--- src/rtl/sync_pkg.sv ---
package sync_pkg;

  // Control word, bit 4 down to bit 0.
  typedef struct packed {
    logic hPol;    // bit 4: invert H pin
    logic vPol;    // bit 3: invert V pin
    logic prog;    // bit 2: force progressive timing
    logic comp;    // bit 1: composite sync on V pin
    logic master;  // bit 0: drive pins from internal counters
  } ctrl_t;

  // Strobes from control to datapath, valid for one cycle.
  typedef struct packed {
    logic clr;         // entering master mode: clear counters
    logic pixWrap;     // master: last pixel of the line
    logic halfStep;    // master: last pixel of a half-line
    logic fieldWrap;   // master: last pixel of the field
    logic interlaced;  // master: effective interlace
    logic hEdge;       // slave: active H input edge
    logic vEdge;       // slave: active V input edge
  } strobe_t;

endpackage

--- src/rtl/sync_ctrl.sv ---
module sync_ctrl
  import sync_pkg::*;
#(
  parameter int PIX_W     = 11,
  parameter int LINE_W    = 11,
  parameter int DEF_LINES = 525,
  parameter int DEF_HALF  = 858
) (
  input  logic              clk,
  input  logic              rst_n,
  input  logic              regWe,
  input  logic [1:0]        regAddr,
  input  logic [15:0]       regWdata,
  output logic [15:0]       regRdata,
  input  logic              hIn,
  input  logic              vIn,
  input  logic [PIX_W:0]    pixCnt,
  input  logic [LINE_W:0]   halfCnt,
  output ctrl_t             ctrl,
  output logic [PIX_W-1:0]  halfReg,
  output strobe_t           strb
);

  localparam logic [1:0] ADDR_CTRL  = 2'd0;
  localparam logic [1:0] ADDR_LINES = 2'd1;
  localparam logic [1:0] ADDR_HALF  = 2'd2;

  logic [LINE_W-1:0] linesReg;
  logic              hPrev, vPrev;
  logic              hAct, vAct;
  logic              unusedWdata;

  assign unusedWdata = ^regWdata[15:5];

  // Register file
  always_ff @(posedge clk or negedge rst_n) begin
    if (!rst_n) begin
      ctrl     <= '0;
      linesReg <= LINE_W'(DEF_LINES);
      halfReg  <= PIX_W'(DEF_HALF);
    end else if (regWe) begin
      case (regAddr)
        ADDR_CTRL:  ctrl     <= ctrl_t'(regWdata[4:0]);
        ADDR_LINES: linesReg <= regWdata[LINE_W-1:0];
        ADDR_HALF:  halfReg  <= regWdata[PIX_W-1:0];
        default: ;
      endcase
    end
  end

  always_comb begin
    case (regAddr)
      ADDR_CTRL:  regRdata = {11'd0, ctrl};
      ADDR_LINES: regRdata = 16'(linesReg);
      ADDR_HALF:  regRdata = 16'(halfReg);
      default:    regRdata = '0;
    endcase
  end

  // Slave pin edge detection after polarity correction
  assign hAct = hIn ^ ctrl.hPol;
  assign vAct = vIn ^ ctrl.vPol;

  always_ff @(posedge clk or negedge rst_n) begin
    if (!rst_n) begin
      hPrev <= 1'b0;
      vPrev <= 1'b0;
    end else begin
      hPrev <= hAct;
      vPrev <= vAct;
    end
  end

  // Master raster boundaries
  logic [PIX_W+1:0]  pixNext, lineLen, halfLen;
  logic [LINE_W+1:0] halfNext, fieldLen;
  logic              intlc, lineEnd, midLine, fieldEnd;

  always_comb begin
    pixNext  = {1'b0, pixCnt} + (PIX_W+2)'(1);
    lineLen  = {1'b0, halfReg, 1'b0};
    halfLen  = {2'b0, halfReg};
    lineEnd  = pixNext >= lineLen;
    midLine  = pixNext == halfLen;
    intlc    = ~ctrl.prog & linesReg[0];
    halfNext = {1'b0, halfCnt} + (LINE_W+2)'(1);
    fieldLen = intlc ? {2'b0, linesReg} : {1'b0, linesReg, 1'b0};
    fieldEnd = halfNext >= fieldLen;
  end

  always_comb begin
    strb            = '0;
    strb.clr        = regWe && (regAddr == ADDR_CTRL) && regWdata[0] && !ctrl.master;
    strb.interlaced = ctrl.master & intlc;
    if (ctrl.master) begin
      strb.pixWrap   = lineEnd;
      strb.halfStep  = lineEnd | midLine;
      strb.fieldWrap = (lineEnd | midLine) & fieldEnd;
    end else begin
      strb.hEdge = hAct & ~hPrev;
      strb.vEdge = vAct & ~vPrev;
    end
  end

  // a clear strobe always lands the control word in master mode
  p_clear_enters_master_r3: assert property (@(posedge clk) disable iff (!rst_n)
    strb.clr |=> ctrl.master);

endmodule

--- src/rtl/sync_datapath.sv ---
module sync_datapath
  import sync_pkg::*;
#(
  parameter int PIX_W     = 11,
  parameter int LINE_W    = 11,
  parameter int EQ_HALVES = 6,
  parameter int HSYNC_PIX = 8,
  parameter int EQ_PIX    = 4,
  parameter int SERR_PIX  = 7
) (
  input  logic              clk,
  input  logic              rst_n,
  input  strobe_t           strb,
  input  ctrl_t             ctrl,
  input  logic [PIX_W-1:0]  halfReg,
  output logic [PIX_W:0]    pixCnt,
  output logic [LINE_W:0]   halfCnt,
  output logic              fieldOdd,
  output logic              hOut,
  output logic              vOut
);

  localparam logic [PIX_W:0]   PIX_MAX  = '1;
  localparam logic [LINE_W:0]  HALF_MAX = '1;
  localparam logic [LINE_W:0]  EQ_A     = (LINE_W+1)'(EQ_HALVES);
  localparam logic [LINE_W:0]  EQ_B     = (LINE_W+1)'(2 * EQ_HALVES);
  localparam logic [LINE_W:0]  EQ_C     = (LINE_W+1)'(3 * EQ_HALVES);
  localparam logic [PIX_W:0]   HS_LEN   = (PIX_W+1)'(HSYNC_PIX);
  localparam logic [PIX_W:0]   EQ_LEN   = (PIX_W+1)'(EQ_PIX);
  localparam logic [PIX_W+1:0] SERR_LEN = (PIX_W+2)'(SERR_PIX);

  logic unusedCtrl;
  assign unusedCtrl = ctrl.prog;

  // Counters
  always_ff @(posedge clk or negedge rst_n) begin
    if (!rst_n) begin
      pixCnt   <= '0;
      halfCnt  <= '0;
      fieldOdd <= 1'b0;
    end else if (strb.clr) begin
      pixCnt   <= '0;
      halfCnt  <= '0;
      fieldOdd <= 1'b0;
    end else if (ctrl.master) begin
      pixCnt <= strb.pixWrap ? '0 : pixCnt + 1'b1;
      if (strb.halfStep)
        halfCnt <= strb.fieldWrap ? '0 : halfCnt + 1'b1;
      if (strb.fieldWrap)
        fieldOdd <= strb.interlaced ? ~fieldOdd : 1'b0;
    end else begin
      if (strb.hEdge)
        pixCnt <= '0;
      else if (pixCnt != PIX_MAX)
        pixCnt <= pixCnt + 1'b1;
      if (strb.vEdge)
        halfCnt <= '0;
      else if (strb.hEdge)
        halfCnt <= (halfCnt >= HALF_MAX - 1'b1) ? HALF_MAX : halfCnt + 2'd2;
    end
  end

  // Sync shaping
  logic [PIX_W:0] hpW, subCnt;
  logic hSync, inPre, inVert, inPost, eqPulse, broad, vComp, vSel;

  always_comb begin
    hpW     = {1'b0, halfReg};
    subCnt  = (pixCnt >= hpW) ? pixCnt - hpW : pixCnt;
    hSync   = pixCnt < HS_LEN;
    inPre   = halfCnt < EQ_A;
    inVert  = (halfCnt >= EQ_A) && (halfCnt < EQ_B);
    inPost  = (halfCnt >= EQ_B) && (halfCnt < EQ_C);
    eqPulse = subCnt < EQ_LEN;
    broad   = ({1'b0, subCnt} + SERR_LEN) < {1'b0, hpW};
    if (inPre || inPost)  vComp = eqPulse;
    else if (inVert)      vComp = broad;
    else                  vComp = hSync;
    vSel = ctrl.comp ? vComp : inVert;
    hOut = ctrl.master & (hSync ^ ctrl.hPol);
    vOut = ctrl.master & (vSel ^ ctrl.vPol);
  end

  // entering master mode restarts the raster
  p_clear_counters_r3: assert property (@(posedge clk) disable iff (!rst_n)
    strb.clr |=> (pixCnt == '0) && (halfCnt == '0) && !fieldOdd);

  // V edge wins over H edge
  p_vedge_zero_r10: assert property (@(posedge clk) disable iff (!rst_n)
    (strb.vEdge && !strb.clr) |=> (halfCnt == '0));

  // lone H edge advances by one line
  p_hedge_step_r9: assert property (@(posedge clk) disable iff (!rst_n)
    (strb.hEdge && !strb.vEdge && !strb.clr && (halfCnt < HALF_MAX - 2'd2))
      |=> (halfCnt == $past(halfCnt) + 2'd2) && (pixCnt == '0));

  // field flag toggles at each interlaced field end
  p_field_toggle_r5: assert property (@(posedge clk) disable iff (!rst_n)
    (strb.fieldWrap && strb.interlaced) |=> (fieldOdd != $past(fieldOdd)));

  // progressive timing keeps the field flag low
  p_field_prog_r4: assert property (@(posedge clk) disable iff (!rst_n)
    (strb.fieldWrap && !strb.interlaced) |=> !fieldOdd);

endmodule

--- src/rtl/video_sync_gen.sv ---
module video_sync_gen
  import sync_pkg::*;
#(
  parameter int PIX_W     = 11,
  parameter int LINE_W    = 11,
  parameter int DEF_LINES = 525,
  parameter int DEF_HALF  = 858,
  parameter int EQ_HALVES = 6,
  parameter int HSYNC_PIX = 8,
  parameter int EQ_PIX    = 4,
  parameter int SERR_PIX  = 7
) (
  input  logic            clk,
  input  logic            rst_n,
  input  logic            regWe,
  input  logic [1:0]      regAddr,
  input  logic [15:0]     regWdata,
  output logic [15:0]     regRdata,
  input  logic            hIn,
  input  logic            vIn,
  output logic            hOut,
  output logic            vOut,
  output logic            hOe,
  output logic            vOe,
  output logic [PIX_W:0]  linePos,
  output logic [LINE_W:0] halfIdx,
  output logic            fieldOdd
);

  ctrl_t            ctrl;
  strobe_t          strb;
  logic [PIX_W-1:0] halfReg;

  sync_ctrl #(
    .PIX_W(PIX_W), .LINE_W(LINE_W), .DEF_LINES(DEF_LINES), .DEF_HALF(DEF_HALF)
  ) u_ctrl (
    .clk(clk), .rst_n(rst_n),
    .regWe(regWe), .regAddr(regAddr), .regWdata(regWdata), .regRdata(regRdata),
    .hIn(hIn), .vIn(vIn),
    .pixCnt(linePos), .halfCnt(halfIdx),
    .ctrl(ctrl), .halfReg(halfReg), .strb(strb)
  );

  sync_datapath #(
    .PIX_W(PIX_W), .LINE_W(LINE_W), .EQ_HALVES(EQ_HALVES),
    .HSYNC_PIX(HSYNC_PIX), .EQ_PIX(EQ_PIX), .SERR_PIX(SERR_PIX)
  ) u_dp (
    .clk(clk), .rst_n(rst_n),
    .strb(strb), .ctrl(ctrl), .halfReg(halfReg),
    .pixCnt(linePos), .halfCnt(halfIdx), .fieldOdd(fieldOdd),
    .hOut(hOut), .vOut(vOut)
  );

  assign hOe = ctrl.master;
  assign vOe = ctrl.master;

endmodule

--- config.mk ---
export PLATFORM = sky130hd
export DESIGN_NAME = video_sync_gen
export DESIGN_NICKNAME = d
export VERILOG_FILES = /design/src/rtl/sync_pkg.sv /design/src/rtl/sync_ctrl.sv /design/src/rtl/sync_datapath.sv /design/src/rtl/video_sync_gen.sv
export SDC_FILE = /design/constraint.sdc
export NUM_CORES = 1
export LEC_CHECK = 0
export BUFFER_PORTS_ARGS = -buffer_cell sky130_fd_sc_hd__clkbuf_2
export CORE_ASPECT_RATIO = 1.75
export CORE_MARGIN = 2
export CORE_UTILIZATION = 45
export DETAILED_ROUTE_END_ITERATION = 6
export GPL_TIMING_DRIVEN = 0
export PLACE_DENSITY = 0.72
export SLEW_MARGIN = 20
export SYNTH_ARGS = -nofsm -noshare
export SYNTH_HDL_FRONTEND = slang
export SYNTH_SLANG_ARGS = --single-unit
--- constraint.sdc ---
create_clock -name clk -period 9.3 [get_ports clk]
set_clock_uncertainty 0.1 [all_clocks]
set_input_delay 0.93 -clock clk [delete_from_list [all_inputs] [get_ports clk]]
set_output_delay 0.93 -clock clk [all_outputs]
set_load 0.05 [all_outputs]
==> impl_metrics.env, run 1 <==
export IMPL_status="finished clean"
export IMPL_gp_congestion=0.9566
export IMPL_clk_pin_slew_ps=80
export IMPL_worst_hold_slack_ps=448.3
export IMPL_ys_async_sr_fraction_pct=100.0
export IMPL_cts_buffers=5
export IMPL_ctsHoldBuffers=0
export IMPL_grt_setup_unrepaired="no"
export IMPL_endpoint_kind="primary output"
export IMPL_worstMarginPinSlew_ps=934.8
export IMPL_syn_avg_cell_area_sq_um=8.313
export IMPL_areaGrowthSynthToFinish_pct=12.23
export IMPL_antenna_cells=0
export IMPL_drive_gt1_share_pct=18.19
export IMPL_grt_max_degree=55
export IMPL_synth_warnings=0
export IMPL_post_cts_buffers=0
export IMPL_hold_viol_final=0
export IMPL_cts_htree_levels=2
export IMPL_place_ws_ps=2625
export IMPL_ios=68
export IMPL_fin_crit_sh_pct=76.75
export IMPL_ys_ff_latch=54
export IMPL_fmax_mhz=140.1
export IMPL_cts_resized=0
export IMPL_multi_input_area_sq_um=3739
export IMPL_synthCells=652
export IMPL_hp_class="flip-flop to flip-flop"
export IMPL_p_leak_uw=0.002928
export IMPL_die_area_sq_um=12970
export IMPL_die_h_um=149.2
export IMPL_hpwl_um=13250
export IMPL_peakVddDrop_uv=178.2
export IMPL_num_nets_final=792
export IMPL_first_pass_iters=5
export IMPL_route_detailed_drc=0
export IMPL_cts_sinks=54
export IMPL_cts_tree="yes"
export IMPL_dr_total_vias=5248
export IMPL_start_kind="flip-flop"
export IMPL_port_buffers=56
export IMPL_drv_slew=0
export IMPL_finalSetupTns_ps=0
export IMPL_cp_arrival_ps=6110
export IMPL_grt_first_pass_wirelength_um=26160
export IMPL_core_area_sq_um=11870
export IMPL_grt_antenna_before_repair=0
export IMPL_fin_ws_ps=2162
export IMPL_max_slew_margin_rel_pct=37.11
export IMPL_syn_area_sq_um=5420
export IMPL_initial_utilization_pct=45.66
export IMPL_ctsRootBufferMaster="clkbuf_16"
export IMPL_grt_usage_pct=25.91
export IMPL_final_seq_area_sq_um=1364
export IMPL_grt_overflow=0
export IMPL_ant_nets=0
export IMPL_cts_buffer_depth=2
export IMPL_wl_per_cell_um=19.19
export IMPL_drt_iter0_markers=241
export IMPL_num_rows=53
export IMPL_clk_latency_ps=300
export IMPL_period_minus_slack_ps=7138
export IMPL_yosys_cell_types_count=66
export IMPL_fillers=1142
export IMPL_die_w_um=86.96
export IMPL_cap_violations=0
export IMPL_synth_edff_count=0
export IMPL_dominantRegCellSynth="dfrtp_1"
export IMPL_yosysSeqAreaShare_pct=25.16
export IMPL_crit_required_ps=8270
export IMPL_vias_per_cell=6.124
export IMPL_worst_path_max_fanout=10
export IMPL_grt_pass1_vias=5410
export IMPL_worstSetupPathType="flip-flop to primary output"
export IMPL_drt_wl_total_um=16440
export IMPL_report_final_setup_viol=0
export IMPL_power_density_nw_per_um2=261.2
[stage by stage]
step                      instances  cell area (sq um)  power [uW]  util [%]
after global routing            857               6083        1697     51.25
after floorplan                 656               5435        1078         -
after detailed placement        849               5889        1326     49.62
after global placement          849               5887        1299     49.59
after CTS                       857               6083        1580     51.25
final                           857               6083        1589     51.25
[synth_stat cells, types with 7 or more instances]
library cell	count	area share [%]
dfstp_2	10	4.8
nor2_1	29	2.0
mux2i_1	21	3.9
nand2_1	65	4.5
a21o_1	16	2.2
o21ai_1	7	0.65
nor2b_1	9	1.0
nand2b_1	8	0.92
inv_1	41	2.8
a21oi_1	32	3.0
buf_2	7	0.65
mux2_2	29	6.0
o21ai_0	47	4.3
dfrtp_1	44	20
clkbuf_1	21	1.5
nor4_1	8	0.92
xor2_1	19	3.1
nand4_1	12	1.4
xnor2_1	34	5.5
nand3_1	25	2.3
nor3_1	14	1.3
ha_1	49	11
[registers in the layout, summed over array words and instances (netlist names)]
| register | flops |
|---|---|
| u_dp.fieldOdd | 1 |
| u_ctrl.halfReg | 11 |
| u_dp.pixCnt | 12 |
| u_ctrl.ctrl | 5 |
| u_dp.halfCnt | 12 |
| u_ctrl.linesReg | 11 |
| u_ctrl.hPrev | 1 |
| u_ctrl.vPrev | 1 |
[cells by family after synthesis]
| group | synth area share (%) |
|---|---|
| buffers and inverters | 6.140 |
| adders and majority gates | 11.68 |
| AOI/OAI and AO/OA | 19.81 |
| DFF | 25.16 |
| other | 0.06919 |
| xor gates and xnor gates | 8.564 |
| muxes | 9.903 |
| and+or+nand+nor | 18.67 |
[cells in the final DEF, fill, tap and decap left out, drive strengths merged, types with 9 or more instances in the layout]
| master | instances |
|---|---|
| nor4 | 10 |
| xor2 | 19 |
| nand4 | 12 |
| dfrtp | 44 |
| nand2b | 10 |
| a21oi | 33 |
| xnor2 | 34 |
| dfstp | 10 |
| buf | 17 |
| a21o | 16 |
| mux2i | 21 |
| o21ai | 56 |
| nor2 | 29 |
| ha | 49 |
| clkbuf | 83 |
| nand2 | 65 |
| mux2 | 29 |
| inv | 41 |
| nor3 | 14 |
| nand3 | 25 |
| nor2b | 9 |
[final timing paths]
check	cells after the start	slack, ps	endpoint	start
worst max-delay path	25	2160	vOut	u_ctrl.halfReg[9]$_DFFE_PN1P_
worst min-delay path	1	450	u_ctrl.hPrev$_DFF_PN0_	u_ctrl.ctrl[4]$_DFFE_PN0P_
worst max register to register	14	5310	u_dp.halfCnt[8]$_DFFE_PN0P_	u_dp.halfCnt[1]$_DFFE_PN0P_
worst min register to register	1	450	u_ctrl.hPrev$_DFF_PN0_	u_ctrl.ctrl[4]$_DFFE_PN0P_
max in group asynchronous	1	7950	u_ctrl.halfReg[2]$_DFFE_PN0P_	rst_n
min in group asynchronous	1	640	u_dp.halfCnt[11]$_DFFE_PN0P_	rst_n
[routing by layer]
layer	wire [um]	track usage [%]	share of wire (%)	vias to the layer above
met5	0	0	0	-
met2	8864	47.71	54	194
li1	-	-	-	2484
met4	1294	19.22	7.9	0
met1	5602	25.76	34	2485
met3	681	2.767	4.1	85
[layout make-up]
class	count	area share (%)
Multi-Input combinational cell	522	61.46
Sequential cell	54	22.42
Timing Repair Buffer	56	4.648
Buffer	39	2.941
Tap cell	137	2.818
Inverter	41	2.530
Clock buffer	5	2.057
Clock inverter	3	1.131
[critical path, cell delays in order, from the launching register on]
cell and delay [ps]:
dfstp_2 550, inv_1 130, ha_1 370, a21oi_1 250
o21bai_2 120, nor2_1 350, and3_1 210, clkbuf_2 170
clkbuf_1 400, o21ai_0 150, ha_1 250, inv_1 60
o21ai_0 110, nor2_1 140, nand4_1 110, o31a_1 180
nor2_1 210, nand2_1 100, xnor2_1 140, ha_1 300
a2111oi_0 390, o21ai_0 200, a21o_1 200, a211o_1 260
o2111ai_1 120, clkbuf_2 320
[power by group]
| group | internal [uW] | switching, uW |
|---|---|---|
| Combinational | 334 | 643 |
| Sequential | 294 | 69.5 |
| Clock | 155 | 94.3 |
No activity file was read; power rests on OpenSTA's default activity.
==> run 2, diff against run 1 <==
--- a/config.mk
+++ b/config.mk
@@ -5,6 +5,7 @@
 export SDC_FILE = /design/constraint.sdc
 export NUM_CORES = 1
 export LEC_CHECK = 0
+export ABC_AREA = 1
 export BUFFER_PORTS_ARGS = -buffer_cell sky130_fd_sc_hd__clkbuf_2
 export CORE_ASPECT_RATIO = 1.75
 export CORE_MARGIN = 2
==> constraint.sdc (replaced) <==
create_clock -name clk -period 6.6 [get_ports clk]
set_clock_uncertainty 0.1 [all_clocks]
set_input_delay 0.66 -clock clk [delete_from_list [all_inputs] [get_ports clk]]
set_output_delay 0.66 -clock clk [all_outputs]
set_load 0.05 [all_outputs]
==> run 2 against run 1 <==
Die area up 2.3%. Sequential share of layout area fell by 0.56 points. Critical endpoint unchanged. Synthesized area up 2.4%.
==> impl_metrics.env, run 2 <==
export IMPL_status="finished clean"
export IMPL_initial_utilization_pct=46.23
export IMPL_worstMarginPinSlew_ps=674.3
export IMPL_synthTopCellsByArea="dfrtp_1 20%, nand2_1 14%, ha_1 11%, inv_1 9.1%, o21ai_0 5.8%"
export IMPL_rrSetupSlack_ps=2840
export IMPL_ant_nets=0
export IMPL_grt_antenna_before_repair=0
export IMPL_drive_gt1_share_pct=14.32
export IMPL_gp_congestion=0.9984
export IMPL_crit_required_ps=5840
export IMPL_worst_path_buf_inv=5
export IMPL_antenna_cells=0
export IMPL_synth_area_leader_cell="dfrtp_1"
export IMPL_reg_top3="u_dp.halfCnt (12), u_dp.pixCnt (12)"
export IMPL_period_minus_slack_ps=5560
export IMPL_r2r_end="u_dp.pixCnt[0]$_DFFE_PN0P_"
export IMPL_finalSetupTns_ps=0
export IMPL_ios=68
export IMPL_wl_per_cell_um=15.80
export IMPL_most_common_layout_cells="211 x nand2_1, 134 x inv_1, 64 x o21ai_0"
export IMPL_hp_class="input port to asynchronous set/reset pin"
export IMPL_yosys_cell_types_count=49
export IMPL_start_kind="flip-flop"
export IMPL_crit_path_max_incr_delay_ps=460
export IMPL_utilization_pct=51.99
export IMPL_multi_input_area_sq_um=3546
export IMPL_grt_setup_unrepaired="no"
export IMPL_synth_edff_count=0
export IMPL_ys_async_sr_fraction_pct=100.0
export IMPL_num_rows=53
export IMPL_clk_latency_ps=310
export IMPL_power_density_nw_per_um2=378.2
export IMPL_slowest_stage="dfrtp_1"
export IMPL_post_cts_buffers=0
export IMPL_route_detailed_drc=0
export IMPL_endpoint_kind="primary output"
export IMPL_port_buffers=57
export IMPL_final_seq_area_sq_um=1364
export IMPL_drt_iter0_markers=290
export IMPL_cp_depth=32
export IMPL_r2r_start="u_dp.pixCnt[1]$_DFFE_PN0P_"
export IMPL_cts_resized=0
export IMPL_die_h_um=150.9
export IMPL_drt_wl_total_um=16840
export IMPL_cap_violations=0
export IMPL_drv_slew=0
export IMPL_worstSetupPathType="flip-flop to primary output"
export IMPL_worst_path_max_fanout=9
export IMPL_cts_buffers=5
export IMPL_num_nets_final=973
export IMPL_critPathCapture="vOut"
export IMPL_startpoint="u_dp.pixCnt[0]$_DFFE_PN0P_"
export IMPL_cp_arrival_ps=4800
export IMPL_syn_avg_cell_area_sq_um=6.678
export IMPL_ctsRootBufferMaster="clkbuf_16"
export IMPL_dominantRegCellSynth="dfrtp_1"
export IMPL_first_pass_iters=5
export IMPL_hpwl_um=13760
export IMPL_synth_top_area_share_pct=19.84
export IMPL_hold_viol_final=0
export IMPL_synth_most_common_cell="nand2_1"
export IMPL_synth_warnings=0
export IMPL_grt_pass1_vias=5511
export IMPL_dr_total_vias=5696
export IMPL_ctsHoldBuffers=0
export IMPL_areaGrowthSynthToFinish_pct=12.45
export IMPL_peakVddDrop_uv=221.4
export IMPL_fillers=1272
export IMPL_die_area_sq_um=13270
export IMPL_cts_sinks=54
export IMPL_synthTopCellsByCount="211 x nand2_1, 134 x inv_1, 64 x o21ai_0"
export IMPL_vias_per_cell=5.343
export IMPL_p_leak_uw=0.003429
export IMPL_grt_first_pass_wirelength_um=26750
export IMPL_syn_area_sq_um=5549
export IMPL_core_area_sq_um=12000
export IMPL_cts_buffer_depth=2
export IMPL_cts_tree="yes"
export IMPL_die_w_um=87.95
export IMPL_grt_usage_pct=26.10
export IMPL_final_common_cell="nand2_1"
export IMPL_max_slew_margin_rel_pct=54.74
export IMPL_grt_max_degree=51
export IMPL_report_final_setup_viol=0
export IMPL_yosysSeqAreaShare_pct=24.58
export IMPL_cts_htree_levels=2
export IMPL_synthCells=831
export IMPL_ys_ff_latch=54
export IMPL_clk_pin_slew_ps=80
export IMPL_fmax_mhz=179.9
export IMPL_reg2regPathDepth=16
export IMPL_critical_path_top_delay_family="simple AND/OR/NAND/NOR gates"
export IMPL_fin_crit_sh_pct=84.24
export IMPL_grt_overflow=0
==> run 2: stage by stage <==
| stage | cell area, sq um | worst slack, ps | hold slack [ps] | power [uW] | instances |
|---|---|---|---|---|---|
| after global placement | 6056 | 1388 | 366.2 | 2047 | 1057 |
| after global routing | 6240 | 607.6 | 84.07 | 2569 | 1066 |
| after floorplan | 5564 | 1281 | 264.4 | 1682 | 835 |
| after CTS | 6240 | 959.5 | 81.30 | 2360 | 1066 |
| after detailed placement | 6086 | 1302 | 374.5 | 2069 | 1058 |
| final | 6240 | 1040 | 79.13 | 2360 | 1066 |
==> run 2: cells by family after synthesis <==
| family | count (synthesis) | share of synthesized area (%) |
|---|---|---|
| compound gates | 137 | 14.32 |
| other cells | 1 | 0.06758 |
| simple gates | 394 | 32.33 |
| buf+inv | 161 | 11.79 |
| xor+xnor | 34 | 5.502 |
| fa+ha+maj | 50 | 11.41 |
| flops | 54 | 24.58 |
==> run 2: worst min path at each step <==
stage                                           from  cells past startpoint                     endpoint  slack [ps]
after global routing                           rst_n                      1  u_dp.halfCnt[4]$_DFFE_PN0P_          80
after CTS                                      rst_n                      1  u_dp.halfCnt[4]$_DFFE_PN0P_          80
after floorplan                                rst_n                      0   u_ctrl.ctrl[0]$_DFFE_PN0P_         260
final                                          rst_n                      1  u_dp.halfCnt[4]$_DFFE_PN0P_          80
after global placement    u_ctrl.ctrl[4]$_DFFE_PN0P_                      2   u_ctrl.ctrl[4]$_DFFE_PN0P_         370
after detailed placement  u_ctrl.ctrl[3]$_DFFE_PN0P_                      2   u_ctrl.ctrl[3]$_DFFE_PN0P_         370
==> run 2: power by group <==
| part | internal (uW) | leakage (uW) | switching (uW) | total, uW |
|---|---|---|---|---|
| clock | 145 | 0.0000759 | 142 | 287 |
| combinational | 503 | 0.00269 | 1040 | 1540 |
| sequential | 414 | 0.000668 | 115 | 528 |
| total | 1060 | 0.00343 | 1300 | 2360 |
==> run 2: layout make-up <==
class,instances,share of cell area [%]
multi-input cells,620,56.83
clock buffers,5,2.005
well taps,165,3.309
flip-flops and latches,54,21.86
plain buffers,19,1.945
clock inverters,3,0.4612
repair buffers,58,5.053
inverters,142,8.542
==> run 2: per-layer routing <==
metal / GRT usage, % / vias to the layer above / wire length (um)
met2: 46.70 / 178 / 8699
met5: 0 / - / 0
met3: 2.997 / 66 / 704
li1: - / 2865 / -
met1: 27.58 / 2587 / 6201
met4: 18.38 / 0 / 1233
==> run 3, diff against run 2 <==
--- a/config.mk
+++ b/config.mk
@@ -12,7 +12,7 @@
 export CORE_UTILIZATION = 45
 export DETAILED_ROUTE_END_ITERATION = 6
 export GPL_TIMING_DRIVEN = 0
-export PLACE_DENSITY = 0.72
+export PLACE_DENSITY = 0.75
 export SLEW_MARGIN = 20
 export SYNTH_ARGS = -nofsm -noshare
 export SYNTH_HDL_FRONTEND = slang
==> constraint.sdc (replaced) <==
create_clock -name clk -period 4.55 [get_ports clk]
set_clock_uncertainty 0.1 [all_clocks]
set_input_delay 0.455 -clock clk [delete_from_list [all_inputs] [get_ports clk]]
set_output_delay 0.455 -clock clk [all_outputs]
set_load 0.05 [all_outputs]
==> run 3 against run 2 <==
The run now ends with setup timing left. Critical path depth fell by 5. Worst setup slack got worse by 1400 ps. Clock power rose by 45%. Critical endpoint unchanged.
==> impl_metrics.env, run 3 (synthesis results as in run 2) <==
export IMPL_status="complete, but fails checks"
export IMPL_failed_checks="setup timing"
export IMPL_power_density_nw_per_um2=551.8
export IMPL_dr_total_vias=6152
export IMPL_grt_overflow=0
export IMPL_drive_gt1_share_pct=24.47
export IMPL_hpwl_um=13680
export IMPL_grt_antenna_before_repair=0
export IMPL_num_nets_final=1020
export IMPL_cts_buffers=5
export IMPL_cap_violations=0
export IMPL_initial_utilization_pct=46.23
export IMPL_worstSetupPathType="flip-flop to primary output"
export IMPL_reg_top3="u_dp.halfCnt (12), u_dp.pixCnt (12)"
export IMPL_peakVddDrop_uv=312.4
export IMPL_die_h_um=150.9
export IMPL_grt_first_pass_wirelength_um=28370
export IMPL_crit_path_max_incr_delay_ps=570
export IMPL_slowest_stage="dfstp_2"
export IMPL_die_w_um=87.95
export IMPL_drv_slew=0
export IMPL_antenna_cells=0
export IMPL_grt_usage_pct=27.72
export IMPL_worst_hold_slack_ps=290.5
export IMPL_hold_viol_final=0
export IMPL_worst_path_max_fanout=6
export IMPL_period_minus_slack_ps=4910
export IMPL_crit_required_ps=3990
export IMPL_ctsRootBufferMaster="clkbuf_16"
export IMPL_clk_latency_ps=310
export IMPL_worstMarginPinSlew_ps=608.8
export IMPL_core_area_sq_um=12000
export IMPL_drt_wl_total_um=18480
export IMPL_ant_nets=0
export IMPL_grt_max_degree=38
export IMPL_wl_per_cell_um=16.61
export IMPL_timing_critical_path_mode_cell="nand2_1"
export IMPL_fmax_mhz=203.7
export IMPL_cp_arrival_ps=4360
export IMPL_ios=68
export IMPL_p_leak_uw=0.003649
export IMPL_reg2regPathDepth=17
export IMPL_hp_class="input port to flip-flop"
export IMPL_first_pass_iters=5
export IMPL_p_total_uw=3809
export IMPL_port_buffers=57
export IMPL_start_kind="flip-flop"
export IMPL_fin_ws_ps=-360.2
export IMPL_most_common_layout_cells="197 x nand2_1, 120 x inv_1, 64 x o21ai_0"
export IMPL_cts_buffer_depth=2
export IMPL_max_slew_margin_rel_pct=59.14
export IMPL_fin_crit_sh_pct=107.9
export IMPL_areaGrowthSynthToFinish_pct=24.40
export IMPL_grt_pass1_vias=5792
export IMPL_report_final_setup_viol=1
export IMPL_endpoint_kind="primary output"
export IMPL_cts_htree_levels=2
export IMPL_drt_iter0_markers=333
export IMPL_hold_depth=3
export IMPL_clk_pin_slew_ps=80
export IMPL_route_detailed_drc=0
export IMPL_vias_per_cell=5.527
export IMPL_cts_sinks=54
export IMPL_final_common_cell="nand2_1"
export IMPL_grt_setup_unrepaired="yes"
export IMPL_num_rows=53
export IMPL_die_area_sq_um=13270
export IMPL_gp_congestion=1.024
export IMPL_cts_tree="yes"
run 3: cell count changes in the layout (fill, tap and decap cells not counted), sizes merged:
cell and delta:
clkbuf -1, clkinvlp +5, inv -4, dlygate4sd3 +1
buf +47, clkinv -1
run 3: final cells by class:
type                            instances  area [sq um]
Clock buffer                            5         125.1
Tap cell                              165         206.4
Multi-Input combinational cell        620          3805
Buffer                                 19         121.4
Inverter                              142         556.8
Timing Repair Buffer                  105         691.9
Clock inverter                          3         28.78
Sequential cell                        54          1368
Fill cell                            1136          5100
run 3: report_power, final:
| group | leakage, uW | internal [uW] | switching, uW |
|---|---|---|---|
| Combinational | 0.00291 | 939 | 1680 |
| Sequential | 0.000664 | 602 | 167 |
| Clock | 0.0000763 | 212 | 205 |
| Total | 0.00365 | 1750 | 2060 |
run 3: timing repair:
item / 4_1_cts / 5_1_grt
buffers inserted: 33 / 13
hold endpoints to repair: 17 / 0
endpoints found under the setup margin: 1 / 1
resized for setup: 33 / 38
cloned: 0 / 0
hold buffers: 1 / 0
pin swaps: 29 / 36
run 3: layer usage:
metal	GRT usage [%]	part of all wire [%]
met2	51.59	52
met4	16.31	8.1
met1	29.19	35
met3	2.779	5.1
met5	0	0
run 3: worst max-delay path, delay by kind of cell, from the launching register on:
kind,cells,cell delay [ps]
xor gates and xnor gates,1,200
DFF,1,570
adders and majority gates,2,610
AOI/OAI and AO/OA,2,280
buffers and inverters,7,880
and+or+nand+nor,15,1510
run 3: through the flow:
step	setup slack, ps	setup TNS [ps]	cell area [sq um]	cells	utilization (%)
floorplan	22.15	0	5577	835	-
global placement	-407.2	-407.2	6068	1057	50.56
detailed placement	-476.7	-476.7	6091	1058	50.75
CTS	-404.7	-404.7	6645	1100	55.36
global route	-633.0	-633.0	6903	1113	57.51
finish	-360.2	-360.2	6903	1113	57.51
run 3: final timing paths:
check	from	endpoint	slack (ps)
min reg2reg	u_ctrl.ctrl[4]$_DFFE_PN0P_	u_ctrl.ctrl[4]$_DFFE_PN0P_	390
min in group asynchronous	rst_n	u_dp.halfCnt[4]$_DFFE_PN0P_	500
max in group asynchronous	rst_n	u_ctrl.linesReg[2]$_DFFE_PN1P_	3290
max	u_ctrl.halfReg[9]$_DFFE_PN1P_	vOut	-360
min	hIn	u_ctrl.hPrev$_DFF_PN0_	290
max reg2reg	u_dp.pixCnt[0]$_DFFE_PN0P_	u_dp.pixCnt[0]$_DFFE_PN0P_	840
